### config.mk
export PLATFORM = sky130hd
export DESIGN_NAME = miss_entry_tq
export DESIGN_NICKNAME = d
export VERILOG_FILES = /design/src/rtl/miss_entry_tq.sv
export SDC_FILE = /design/constraint.sdc
export NUM_CORES = 1
export LEC_CHECK = 0
export BUFFER_PORTS_ARGS = -buffer_cell sky130_fd_sc_hd__clkbuf_2
export CAP_MARGIN = 20
export CORE_MARGIN = 4
export CORE_UTILIZATION = 55
export CTS_CLUSTER_DIAMETER = 30
export DETAILED_ROUTE_END_ITERATION = 10
export HOLD_SLACK_MARGIN = 0.03
export PLACE_DENSITY = 0.87
export SETUP_SLACK_MARGIN = 0.3
export SYNTH_ARGS = -nofsm -noshare
export SYNTH_HDL_FRONTEND = slang
export SYNTH_SLANG_ARGS = --single-unit
### constraint.sdc
create_clock -name clk -period 3.85 [get_ports clk]
set_input_delay 0.385 -clock clk [delete_from_list [all_inputs] [get_ports clk]]
set_output_delay 0.385 -clock clk [all_outputs]
set_load 0.05 [all_outputs]
### src/rtl/miss_entry_tq.sv
module miss_entry_tq #(
  parameter int ADDR_W = 32,
  parameter int SIZE_W = 3,
  parameter int TAG_W  = 5,
  parameter int DEPTH  = 8,
  localparam int CNT_W = $clog2(DEPTH + 1)
) (
  input  logic              clk,
  input  logic              rst,
  input  logic              alloc_i,
  input  logic [ADDR_W-1:0] alloc_addr_i,
  input  logic [SIZE_W-1:0] alloc_size_i,
  input  logic              alloc_fill_i,
  input  logic              alloc_uncache_i,
  input  logic              dealloc_i,
  input  logic              add_i,
  input  logic              add_snoop_i,
  input  logic [1:0]        tgt_cmd_i,
  input  logic              tgt_excl_i,
  input  logic [TAG_W-1:0]  tgt_tag_i,
  input  logic              pop_i,
  input  logic              issue_i,
  output logic              valid_o,
  output logic              in_service_o,
  output logic              issued_excl_o,
  output logic              needs_excl_o,
  output logic [CNT_W-1:0]  count_o,
  output logic [ADDR_W-1:0] addr_o,
  output logic [SIZE_W-1:0] size_o,
  output logic              fill_o,
  output logic              uncache_o,
  output logic [1:0]        head_cmd_o,
  output logic              head_excl_o,
  output logic              head_snoop_o,
  output logic [TAG_W-1:0]  head_tag_o,
  output logic              err_o
);

  localparam logic [1:0]       CMD_INV = 2'd2;
  localparam logic [CNT_W-1:0] FULL    = CNT_W'(DEPTH);

  logic [1:0]       q_cmd [DEPTH];
  logic [TAG_W-1:0] q_tag [DEPTH];
  logic [DEPTH-1:0] q_excl, q_snp;
  logic [CNT_W-1:0] cnt, first_x, ins_pos;
  logic valid, in_svc, iss_x, need_x, err;

  wire do_dealloc = !alloc_i && dealloc_i;
  wire do_add     = !alloc_i && !dealloc_i && add_i;
  wire do_pop     = !alloc_i && !dealloc_i && !add_i && pop_i;
  wire do_issue   = !alloc_i && !dealloc_i && issue_i && valid;
  wire dealloc_ok = do_dealloc && cnt == '0;
  wire add_ok     = do_add && valid && cnt < FULL;
  wire pop_ok     = do_pop && cnt != '0;
  wire special    = in_svc && !iss_x && need_x && add_snoop_i && tgt_cmd_i == CMD_INV;

  always_comb begin
    first_x = cnt;
    for (int i = DEPTH - 1; i >= 0; i--)
      if (CNT_W'(i) < cnt && q_excl[i]) first_x = CNT_W'(i);
  end

  assign ins_pos = special ? first_x : cnt;

  for (genvar i = 0; i < DEPTH; i++) begin : g_slot
    always_ff @(posedge clk) begin
      if (alloc_i) begin
        if (i == 0) begin
          q_cmd[i]  <= tgt_cmd_i;
          q_excl[i] <= tgt_excl_i;
          q_snp[i]  <= 1'b0;
          q_tag[i]  <= tgt_tag_i;
        end
      end else if (add_ok) begin
        if (ins_pos == CNT_W'(i)) begin
          q_cmd[i]  <= tgt_cmd_i;
          q_excl[i] <= tgt_excl_i;
          q_snp[i]  <= add_snoop_i;
          q_tag[i]  <= tgt_tag_i;
        end else if (i > 0 && ins_pos < CNT_W'(i)) begin
          q_cmd[i]  <= q_cmd[(i > 0) ? i - 1 : 0];
          q_excl[i] <= q_excl[(i > 0) ? i - 1 : 0];
          q_snp[i]  <= q_snp[(i > 0) ? i - 1 : 0];
          q_tag[i]  <= q_tag[(i > 0) ? i - 1 : 0];
        end
      end else if (pop_ok && i < DEPTH - 1) begin
        q_cmd[i]  <= q_cmd[(i < DEPTH - 1) ? i + 1 : i];
        q_excl[i] <= q_excl[(i < DEPTH - 1) ? i + 1 : i];
        q_snp[i]  <= q_snp[(i < DEPTH - 1) ? i + 1 : i];
        q_tag[i]  <= q_tag[(i < DEPTH - 1) ? i + 1 : i];
      end
    end
  end

  always_ff @(posedge clk) begin
    if (rst) begin
      valid  <= 1'b0;
      cnt    <= '0;
      in_svc <= 1'b0;
      iss_x  <= 1'b0;
      need_x <= 1'b0;
      err    <= 1'b0;
    end else begin
      err <= (do_dealloc && !dealloc_ok) || (do_add && !add_ok) || (do_pop && !pop_ok);
      if (alloc_i) begin
        valid   <= 1'b1;
        cnt     <= CNT_W'(1);
        in_svc  <= 1'b0;
        iss_x   <= 1'b0;
        need_x  <= tgt_excl_i;
        addr_o  <= alloc_addr_i;
        size_o  <= alloc_size_i;
        fill_o  <= alloc_fill_i;
        uncache_o <= alloc_uncache_i;
      end else if (dealloc_ok) begin
        valid  <= 1'b0;
        in_svc <= 1'b0;
      end else begin
        if (add_ok) begin
          cnt    <= cnt + CNT_W'(1);
          need_x <= need_x | tgt_excl_i;
        end else if (pop_ok) begin
          cnt <= cnt - CNT_W'(1);
        end
        if (do_issue) begin
          in_svc <= 1'b1;
          iss_x  <= need_x;
        end
      end
    end
  end

  assign valid_o       = valid;
  assign in_service_o  = in_svc;
  assign issued_excl_o = iss_x;
  assign needs_excl_o  = need_x;
  assign count_o       = cnt;
  assign head_cmd_o    = q_cmd[0];
  assign head_excl_o   = q_excl[0];
  assign head_snoop_o  = q_snp[0];
  assign head_tag_o    = q_tag[0];
  assign err_o         = err;

endmodule

* Yosys cells after proc, flatten, opt, wreduce, memory -nomap -nowiden
Memory sizes are Yosys's and may differ from the RTL's.
Cells that the tools add are included.
** Word-level totals
- Register bits :: 62
- Memory bits (writable) :: 56
- Input port bits :: 53
- Output and inout bits :: 55
- Word-level logic and storage cells :: 337
- Memories :: 2
** Operators by class
- $add $sub $neg :: 2
- Order comparisons :: 16
- Eq/ne operators :: 17
- Multiplexer cells :: 180
- Bitwise gates (word level) :: 34
- Reduce and logical (&&, ||, !) cells :: 59
** Memory list
- q_tag :: depth 8, width 5, read ports 8, clocked after Yosys merged registers in 0, wr ports 8, RTL line 43 : logic [TAG_W-1:0] q_tag [DEPTH];
- q_cmd :: depth 8, width 2, read ports 8, clocked after Yosys merged registers in 0, wr ports 8, RTL line 42 : logic [1:0] q_cmd [DEPTH];
** Operators with widths (count)
- 2-to-1 mux 1 bit :: 139
- 2-to-1 mux 5 bit :: 15
- 2-to-1 mux 4 bit :: 11
- bitwise OR 1 bit :: 31
- 2-to-1 mux 2 bit :: 15
- logical AND 1 bit :: 26
- AND reduction 3 bit :: 7
- != test 3 x 1 -> 1 bit (second input constant) :: 6
- equality test 4 x 3 -> 1 bit (second input constant) :: 4
- less-than comparator 3 x 4 -> 1 bit (first input constant) :: 4
- less-than comparator 4 x 3 -> 1 bit (second input constant) :: 4
- AND reduction 2 bit :: 7
- equality test 4 x 2 -> 1 bit (second input constant) :: 2
- zero test 4 bit :: 2
- less-than comparator 1 x 4 -> 1 bit (first input constant) :: 2
- less-than comparator 2 x 4 -> 1 bit (first input constant) :: 2
- less-than comparator 4 x 2 -> 1 bit (second input constant) :: 2
- nonzero test 2 bit :: 4
- zero test 1 bit :: 7
- adder 4 x 1 -> 4 bit (second input constant) :: 1
- equality test 4 x 1 -> 1 bit (second input constant) :: 1
- less-than comparator 4 x 1 -> 1 bit (second input constant) :: 1
- less-than comparator 4 bit (second input constant) :: 1
- nonzero test 4 bit :: 1
- 10 further kinds :: 13

* Depth between registers and ports, before layout
Gate-level depths: netlist of run 1.
- Word-level depth :: 19
- Gate-level depth with buffers :: 12
- Mapped depth without buffers :: 9

* Least setup slack after synthesis of run 1
OpenSTA, ideal clock, no wires.
- Kind :: reg-to-reg
- Start point :: register cnt[0], in the netlist count_o[0]
- End point :: memory q_cmd[1][0], in the netlist q_cmd[0][2] (enable)
- Setup time :: 381 ps
- Data arrival time :: 2822 ps
- Required time :: 3469 ps
- Path slack :: 647 ps
- Cell stages (with the launch flop) :: 9
- Path buffers :: 2
- Clock period less this slack :: 3203 ps
- Cell sequence :: dfxtp_1 inv_1 ha_1 clkbuf_1 o21ai_0 nor3b_4 o31ai_4 buf_2 o21ai_0
** RTL lines
- start, declared :: RTL line 45 : logic [CNT_W-1:0] cnt, first_x, ins_pos;
- start signal, assigned :: RTL line 120 : cnt <= cnt + CNT_W'(1);
- start signal, assigned :: RTL line 123 : cnt <= cnt - CNT_W'(1);
- end, declared :: RTL line 42

==> flow_summary.ini, run 1 <==
[critical_path]
worstPathRequired_ns = 4.08
reg2reg_from = count_o[0]
crit_path_end_kind = register
startpoint_type = register
crit_type = register to register
crit_fanout = 9
critical_path_arrival_ns = 3.66
ff2ff_path_depth = 9
startpoint = count_o[0]

[detailed_routing]
vias = 4715
ant_nets = 0
dr.pass1.iters = 6
finalWirelength_um = 17400
wl_per_cell_um = 23.5
drt-vias-per-instance = 6.36
drc = 0
drtIter0Drc = 535

[sta]
min_period_ns = 3.43
worst_slew_pin_slew_ns = 1.09
fin_hold_ws_ns = 0.0536
skew_ns = 0.0128
rsz0062_at_grt = false
tns_ns = 0
finalHoldViolations = 0
relSlewSlack_pct = 27.2
report.final.slew_viol_count = 0
timing.fmax_mhz = 292
period_share_pct = 89.0
finalSetupViolations = 0

[job]
maxCapViolCount = 0

[clock_tree]
cts_made_buffers = 17
clock_path_buffers = 2
htree_levels = 4
cts.clk_slew.worst_paths_ns = 0.06
clock-sinks = 118
cts_root_buffer = clkbuf_8
clkLatencyLatePin_ns = 0.52
tritoncts = done

[placed_design]
dp_hpwl_um = 9970
portBuffers = 107
gp_congestion = 0.946

[pwr]
power_mw = 3.47
power.density_nw_per_um2 = 485
p_leak_nw = 2.80
ir_worst_vdd_mv = 0.417

[logic_synthesis]
syn-num-nets = 523
ys_seq_elements = 118
syn_area_per_cell_sq_um = 12.2
synth_cell_types = 61
synth_edf_count = 108
ys_warn_count = 0
yosys.area.top_type = edfxtp_1
syn-cell-area_sq_um = 5700
synth_cells = 467
synthFlopType = edfxtp_1
synth_top_area_share_pct = 56.9
synth_seq_area_share_pct = 60.5
synth.area.top_cells = edfxtp_1, mux2i_1, dfxtp_1
async_flop_share_pct = 0

[min_path]
hp-start = alloc_addr_i[14]
min_path_cells = 1
hold_class = input pin to register

[global_route]
grt_pass1_vias = 4575
grt_usage_pct = 27.8
grt_pass1_wl_um = 24900
antenna_found_initial = 0
grt_max_degree = 42
globalRoute.totalOverflow = 0

[run_status]
status = complete, no violations

[floorplan]
ios = 108
dieArea_sq_um = 12000
die_height_um = 110
die_w_um = 110
std_cell_rows = 36
coreArea_sq_um = 9910
initial_core_util_pct = 57.5

[finish]
drive_above_1_share_pct = 28.9
diodes = 0
nets = 651
syn2layout_area_growth_pct = 25.5
## layout by cell type (no fill, tap or decap), drive strengths merged, types with 5 or more instances in the layout
cell and n:
a211oi 5, and2 8, a21oi 25, nor3 10, a22oi 8, mux2 9
a31oi 7, dfxtp 10, clkinv 5, o21ai 36, nor2b 7, nand2 39
or2 7, buf 14, nand3 5, mux2i 27, clkbuf 124, nor2 40
inv 17, dlygate4sd3 24, o22ai 8, a221o 9, nand4b 5, edfxtp 108
## per-layer routing
| metal | wire, um | vias to the layer above | track usage (%) |
|---|---|---|---|
| met5 | 0 | - | 0 |
| li1 | - | 2024 | - |
| met1 | 5960 | 2275 | 33.8 |
| met3 | 1380 | 81 | 6.17 |
| met2 | 9310 | 335 | 48.1 |
| met4 | 740 | 0 | 10.9 |
## stage by stage
step | std cells | instance area (sq um) | setup WS (ns) | utilization [%]
floorplan | 467 | 5700 | 0.647 | -
global placement | 680 | 6280 | 0.644 | 63.4
detailed placement | 680 | 6280 | 0.531 | 63.4
CTS | 726 | 7000 | 0.379 | 70.7
global route | 741 | 7150 | 0.309 | 72.1
finish | 741 | 7150 | 0.423 | 72.1
## what timing repair did
action,in CTS,in global routing
gates resized for setup,0,2
setup endpoints to repair,0,28
endpoints found under the hold margin,14,10
buffers inserted,0,5
hold buffers,14,10
## cell type report
class,count,area [sq um]
fillers,619,2760
flip-flops and latches,118,3440
multi-input cells,301,2030
clock buffers,17,414
repair buffers,145,881
clock inverters,15,170
well taps,133,166
inverters,12,45.0
## worst max-delay path, cell delays in order, from the launching register on
cell	delay, ns
dfxtp_1	0.49
inv_1	0.16
ha_1	0.32
nor2_1	0.12
o21ai_0	0.09
and4_1	0.19
a2111oi_4	0.60
nand4_1	0.33
and2_1	0.42
or2_1	0.41
## flip-flops by register name, indices dropped and copies added, names as in the netlist
register / count
q_tag: 40
addr_o: 32
q_cmd: 16
q_excl: 7
q_snp: 7
count_o: 4
size_o: 3
err_o: 1
fill_o: 1
head_excl_o: 1
head_snoop_o: 1
in_service_o: 1
issued_excl_o: 1
needs_excl_o: 1
uncache_o: 1
valid_o: 1
## power by group
| part | switching [mW] | internal (mW) | total [mW] |
|---|---|---|---|
| Combinational | 0.262 | 0.112 | 0.373 |
| Clock | 0.659 | 0.938 | 1.60 |
| Sequential | 0.0330 | 1.46 | 1.49 |
## worst paths after layout
check / to / slack, ns
max reg2reg: q_cmd[1][4] / 0.42
max: q_cmd[1][4] / 0.42
min reg2reg: needs_excl_o / 0.56
min: addr_o[14] / 0.05
## kinds of logic after synthesis
| kind of cell | share of synthesized area [%] |
|---|---|
| mux | 6.52 |
| simple gates | 14.0 |
| flops | 60.5 |
| buf+inv | 4.22 |
| xor+xnor | 0.308 |
| fa+ha+maj | 0.659 |
| compound gates | 13.8 |
## cells in the mapped netlist, types with 3 or more instances
| cell | count |
|---|---|
| a21o_1 | 4 |
| a21oi_1 | 25 |
| nand4_1 | 4 |
| o21ai_0 | 35 |
| nand3_1 | 5 |
| buf_2 | 6 |
| a22oi_1 | 8 |
| mux2i_1 | 27 |
| nor3_4 | 3 |
| or2_2 | 4 |
| inv_1 | 11 |
| clkbuf_1 | 17 |
| a31oi_1 | 7 |
| a221o_1 | 9 |
| edfxtp_1 | 108 |
| nor2_1 | 38 |
| nor3_1 | 6 |
| mux2_1 | 7 |
| o22ai_1 | 8 |
| ha_1 | 3 |
| dfxtp_1 | 10 |
| nor2b_1 | 7 |
| o31ai_1 | 3 |
| nand4b_1 | 5 |
| a211oi_1 | 5 |
| nand2b_1 | 4 |
| and2_1 | 7 |
| or2_1 | 3 |
| nand2_1 | 39 |
| buf_4 | 10 |
| o211ai_1 | 3 |
(Power assumes the default switching activity.)
==> inputs of run 2 (changes only) <==
--- a/config.mk
+++ b/config.mk
@@ -8,11 +8,11 @@
 export BUFFER_PORTS_ARGS = -buffer_cell sky130_fd_sc_hd__clkbuf_2
 export CAP_MARGIN = 20
 export CORE_MARGIN = 4
-export CORE_UTILIZATION = 55
+export CORE_UTILIZATION = 56
 export CTS_CLUSTER_DIAMETER = 30
 export DETAILED_ROUTE_END_ITERATION = 10
 export HOLD_SLACK_MARGIN = 0.03
-export PLACE_DENSITY = 0.87
+export PLACE_DENSITY = 0.89
 export SETUP_SLACK_MARGIN = 0.3
 export SYNTH_ARGS = -nofsm -noshare
 export SYNTH_HDL_FRONTEND = slang
==> run 2 against run 1 <==
  * Total power down 3.6%
  * Clock skew down 0.0066 ns
  * Hold slack worse by 0.011 ns
  * Sequential power about the same
  * Die area down 1.7%
  * Combinational power down 7.2%
  * Utilization down 2.3 points
  * Largest power group unchanged
==> flow_summary.ini, run 2 (synthesized netlist as in run 1, its figures left out) <==
[pwr]
ir_worst_vdd_mv = 0.308
p_leak_nw = 2.68
power_mw = 3.34
power.density_nw_per_um2 = 487

[detailed_routing]
drtIter0Drc = 374
drc = 0
finalWirelength_um = 15400
vias = 4386
ant_nets = 0
drt-vias-per-instance = 6.13
wl_per_cell_um = 21.5
dr.pass1.iters = 5

[clock_tree]
cts.clk_slew.worst_paths_ns = 0.06
cts_made_buffers = 17
cts_root_buffer = clkbuf_8
clkLatencyLatePin_ns = 0.51
htree_levels = 4
cts_resized = 0
clock_path_buffers = 2
clock-sinks = 118
tritoncts = done
post-cts-setup-buffer-count = 0
ctsHoldBuffers = 0

[sta]
fin_hold_ws_ns = 0.0422
finalSetupViolations = 0
min_period_ns = 3.30
finalHoldViolations = 0
period_share_pct = 85.7
timing.fmax_mhz = 303
worst_slew_pin_slew_ns = 0.961
report.final.slew_viol_count = 0
rsz0062_at_grt = false
relSlewSlack_pct = 35.9
skew_ns = 0.00615
tns_ns = 0

[finish]
largest_reg_flops = 40
final_cell_mix = edfxtp_1, clkbuf_2, nand2_1
final_common_cell = edfxtp_1
drive_above_1_share_pct = 29.7
nets = 625
fillers = 727
stdcell_count = 715
top_register = q_tag
syn2layout_area_growth_pct = 20.5
top_regs = q_tag: 40 flops, addr_o: 32 flops, q_cmd: 16 flops
diodes = 0

[floorplan]
ios = 108
std_cell_rows = 36
dieArea_sq_um = 11800
initial_core_util_pct = 58.0
die_height_um = 109
coreArea_sq_um = 9820
die_w_um = 109

[critical_path]
crit_type = register to register
crit_path_end_kind = register
startpoint_type = register
worstPathRequired_ns = 4.09
crit_fanout = 12
critical_path_arrival_ns = 3.54

[run_status]
status = complete, no violations

[global_route]
grt_max_degree = 38
grt_usage_pct = 26.5
globalRoute.totalOverflow = 0
grt_pass1_vias = 4404
grt_pass1_wl_um = 23400
antenna_found_initial = 0

[placed_design]
portBuffers = 107
dp_hpwl_um = 10800
gp_congestion = 0.903
place_inst = 683

[min_path]
hold_class = input pin to register

[job]
maxCapViolCount = 0
run 2: changes by cell type in the layout (fill, tap and decap cells not counted), moves of 2 or more:
cell and delta:
buf_4 -2, clkinvlp_4 -2, dlygate4sd3_1 -24, clkinv_4 +2
run 2: layout make-up:
cell class              count  area, sq um  area share, %
flip-flops and latches    118         3440           50.2
well taps                 133          166           2.43
multi-input cells         301         2020           29.4
clock buffers              18          418           6.09
inverters                  12         45.0          0.656
clock inverters            14          144           2.10
repair buffers            119          626           9.12
run 2: stage by stage:
stage	utilization (%)	worst slack, ns	area [sq um]
detailed placement	64.1	0.605	6300
global placement	64.1	0.698	6300
global route	69.9	0.342	6860
floorplan	-	0.647	5700
CTS	69.8	0.560	6860
finish	69.9	0.552	6860
run 2: final timing paths:
check / startpoint / endpoint / slack, ns / cells after the start
setup / recovery: count_o[0] / q_tag[1][11] / 0.55 / 9
hold / removal: alloc_addr_i[8] / addr_o[8] / 0.04 / 1
hold reg to reg: needs_excl_o / needs_excl_o / 0.52 / 2
setup reg to reg: count_o[0] / q_tag[1][11] / 0.55 / 9
run 2: power breakdown:
part / internal (mW) / switching [mW]
sequential: 1.46 / 0.0286
clock: 0.876 / 0.631
combinational: 0.0953 / 0.250
total: 2.43 / 0.910
run 2: critical path, cell delays in order, from the launching register on:
cell      delay (ns)
dfxtp_1         0.47
inv_1           0.16
ha_1            0.33
nor2b_1         0.14
o21ai_0         0.08
a211oi_1        0.42
nor3_4          0.11
a21oi_1         0.75
or2_2           0.40
o21ai_0         0.15
run 2: metal layers:
| layer | global-route usage [%] | vias up | wire length (um) |
|---|---|---|---|
| met1 | 31.6 | 2160 | 5600 |
| met2 | 46.4 | 201 | 8300 |
| li1 | - | 1969 | - |
| met5 | 0 | - | 0 |
| met4 | 11.5 | 0 | 571 |
| met3 | 5.33 | 56 | 895 |
==> inputs of run 3 (changes only) <==
--- a/config.mk
+++ b/config.mk
@@ -7,8 +7,10 @@
 export LEC_CHECK = 0
 export BUFFER_PORTS_ARGS = -buffer_cell sky130_fd_sc_hd__clkbuf_2
 export CAP_MARGIN = 20
-export CORE_MARGIN = 4
+export CORE_ASPECT_RATIO = 0.5
+export CORE_MARGIN = 3
 export CORE_UTILIZATION = 56
+export CTS_BUF_LIST = sky130_fd_sc_hd__clkbuf_4 sky130_fd_sc_hd__clkbuf_8 sky130_fd_sc_hd__clkbuf_16
 export CTS_CLUSTER_DIAMETER = 30
 export DETAILED_ROUTE_END_ITERATION = 10
 export HOLD_SLACK_MARGIN = 0.03
==> run 3 against run 2 <==
  * Clock power up 6%
  * Critical path depth unchanged
  * First-iteration DRC count down 1.9%
  * Highest routed layer unchanged
  * Worst setup slack better by 0.0083 ns
  * Largest cell class unchanged
  * Cell count up 0.70%
  * Non-clock buffer count up 3
  * Utilization up 1.7 points
==> flow_summary.ini, run 3 (synthesized netlist as in run 1, its figures left out) <==
[detailed_routing]
drtIter0Drc = 367
ant_nets = 0
drc = 0
finalWirelength_um = 13700
drt-vias-per-instance = 5.95
vias = 4284
dr.pass1.iters = 7
wl_per_cell_um = 19.1

[critical_path]
crit_fanout = 9
worstPathRequired_ns = 3.98
crit_type = register to register
startpoint_type = register
startpoint = count_o[0]
reg2reg_from = count_o[0]
crit_path_end_kind = register
critical_path_arrival_ns = 3.42

[pwr]
ir_worst_vdd_mv = 0.298
power.density_nw_per_um2 = 495
p_leak_nw = 2.71

[finish]
nets = 628
diodes = 0
regArea_sq_um = 3440
fillers = 667
final_cell_mix = edfxtp_1, clkbuf_2, nand2_1
largest_reg_flops = 40
fin_area_sq_um = 6920
stdcell_count = 720
drive_above_1_share_pct = 29.9
top_regs = q_tag: 40 flops, addr_o: 32 flops, q_cmd: 16 flops
top_register = q_tag
multi_input_area_sq_um = 2020
final_common_cell = edfxtp_1
syn2layout_area_growth_pct = 21.6
utilization_pct = 71.6

[clock_tree]
clock-sinks = 118
cts_root_buffer = clkbuf_16
cts_made_buffers = 17
cts.clk_slew.worst_paths_ns = 0.06
ctsHoldBuffers = 0
htree_levels = 4
clock_path_buffers = 2
tritoncts = done
clkLatencyLatePin_ns = 0.41

[sta]
rsz0062_at_grt = false
report.final.slew_viol_count = 0
min_period_ns = 3.29
period_share_pct = 85.5
timing.fmax_mhz = 304
worst_slew_pin_slew_ns = 0.940
relSlewSlack_pct = 37.2
finalHoldViolations = 0
skew_ns = 0.00614
finalSetupViolations = 0
tns_ns = 0

[global_route]
globalRoute.totalOverflow = 0
antenna_found_initial = 0
grt_max_degree = 42
grt_pass1_vias = 4242
grt_usage_pct = 24.0
grt_pass1_wl_um = 21200

[placed_design]
dp_hpwl_um = 9610
gp_congestion = 0.872
place_area_sq_um = 6300
place_inst = 685
portBuffers = 107

[floorplan]
die_w_um = 149
die_height_um = 77.3
dieArea_sq_um = 11500
initial_core_util_pct = 58.9
std_cell_rows = 25
ios = 108
coreArea_sq_um = 9670

[job]
maxCapViolCount = 0

[run_status]
status = complete, no violations

[min_path]
hp-start = alloc_addr_i[1]
hold_class = input pin to register
==> run 3: worst paths after layout <==
| path | to | slack [ns] | cells after the start |
|---|---|---|---|
| worst max-delay path | q_tag[1][12] | 0.56 | 9 |
| worst max register to register | q_tag[1][12] | 0.56 | 9 |
| worst min register to register | needs_excl_o | 0.53 | 2 |
| worst min-delay path | addr_o[1] | 0.14 | 1 |
==> run 3: worst max-delay path, stage by stage, from the launching register on <==
cell,delay (ns)
dfxtp_1,0.47
inv_1,0.16
ha_1,0.34
nor2_1,0.13
o21ai_0,0.08
and4_1,0.20
a2111oi_4,0.58
nand4_1,0.30
and2_1,0.38
or2_1,0.38
==> run 3: area by class of cell <==
| class | instances | area share [%] |
|---|---|---|
| tap | 135 | 2.44 |
| timing repair buffer | 122 | 9.36 |
| multi-input combinational | 301 | 29.2 |
| clock inverter | 13 | 2.26 |
| clock buffer | 19 | 6.36 |
| sequential | 118 | 49.7 |
| inverter | 12 | 0.651 |
==> run 3: timing repair <==
item,in CTS,in global routing
resized for setup,0,0
buffers inserted,0,3
setup endpoints to repair,0,9
==> run 3: report_power, final <==
group	switching, mW	leakage (nW)	internal, mW
Clock	0.572	0.284	1.03
Combinational	0.241	1.34	0.0962
Sequential	0.0273	1.08	1.46
==> run 3: routing by layer <==
| layer | up-vias | routed length (um) | part of all wire, % | track usage (%) |
|---|---|---|---|---|
| met5 | - | 0 | 0 | 0 |
| met4 | 0 | 267 | 1.9 | 10.4 |
| met3 | 27 | 993 | 7.2 | 6.43 |
| met2 | 184 | 6790 | 49 | 40.0 |
| met1 | 2102 | 5680 | 41 | 29.6 |
| li1 | 1971 | - | - | - |
==> run 3: per-stage QoR <==
stage / power [mW] / worst slack (ns) / hold slack, ns
5_1_grt: 3.53 / 0.322 / 0.129
3_3_place_gp: 1.84 / 0.661 / 0.517
6_report: 3.43 / 0.560 / 0.143
4_1_cts: 3.44 / 0.488 / 0.130
2_1_floorplan: 1.75 / 0.647 / 0.454
3_5_place_dp: 1.85 / 0.590 / 0.521
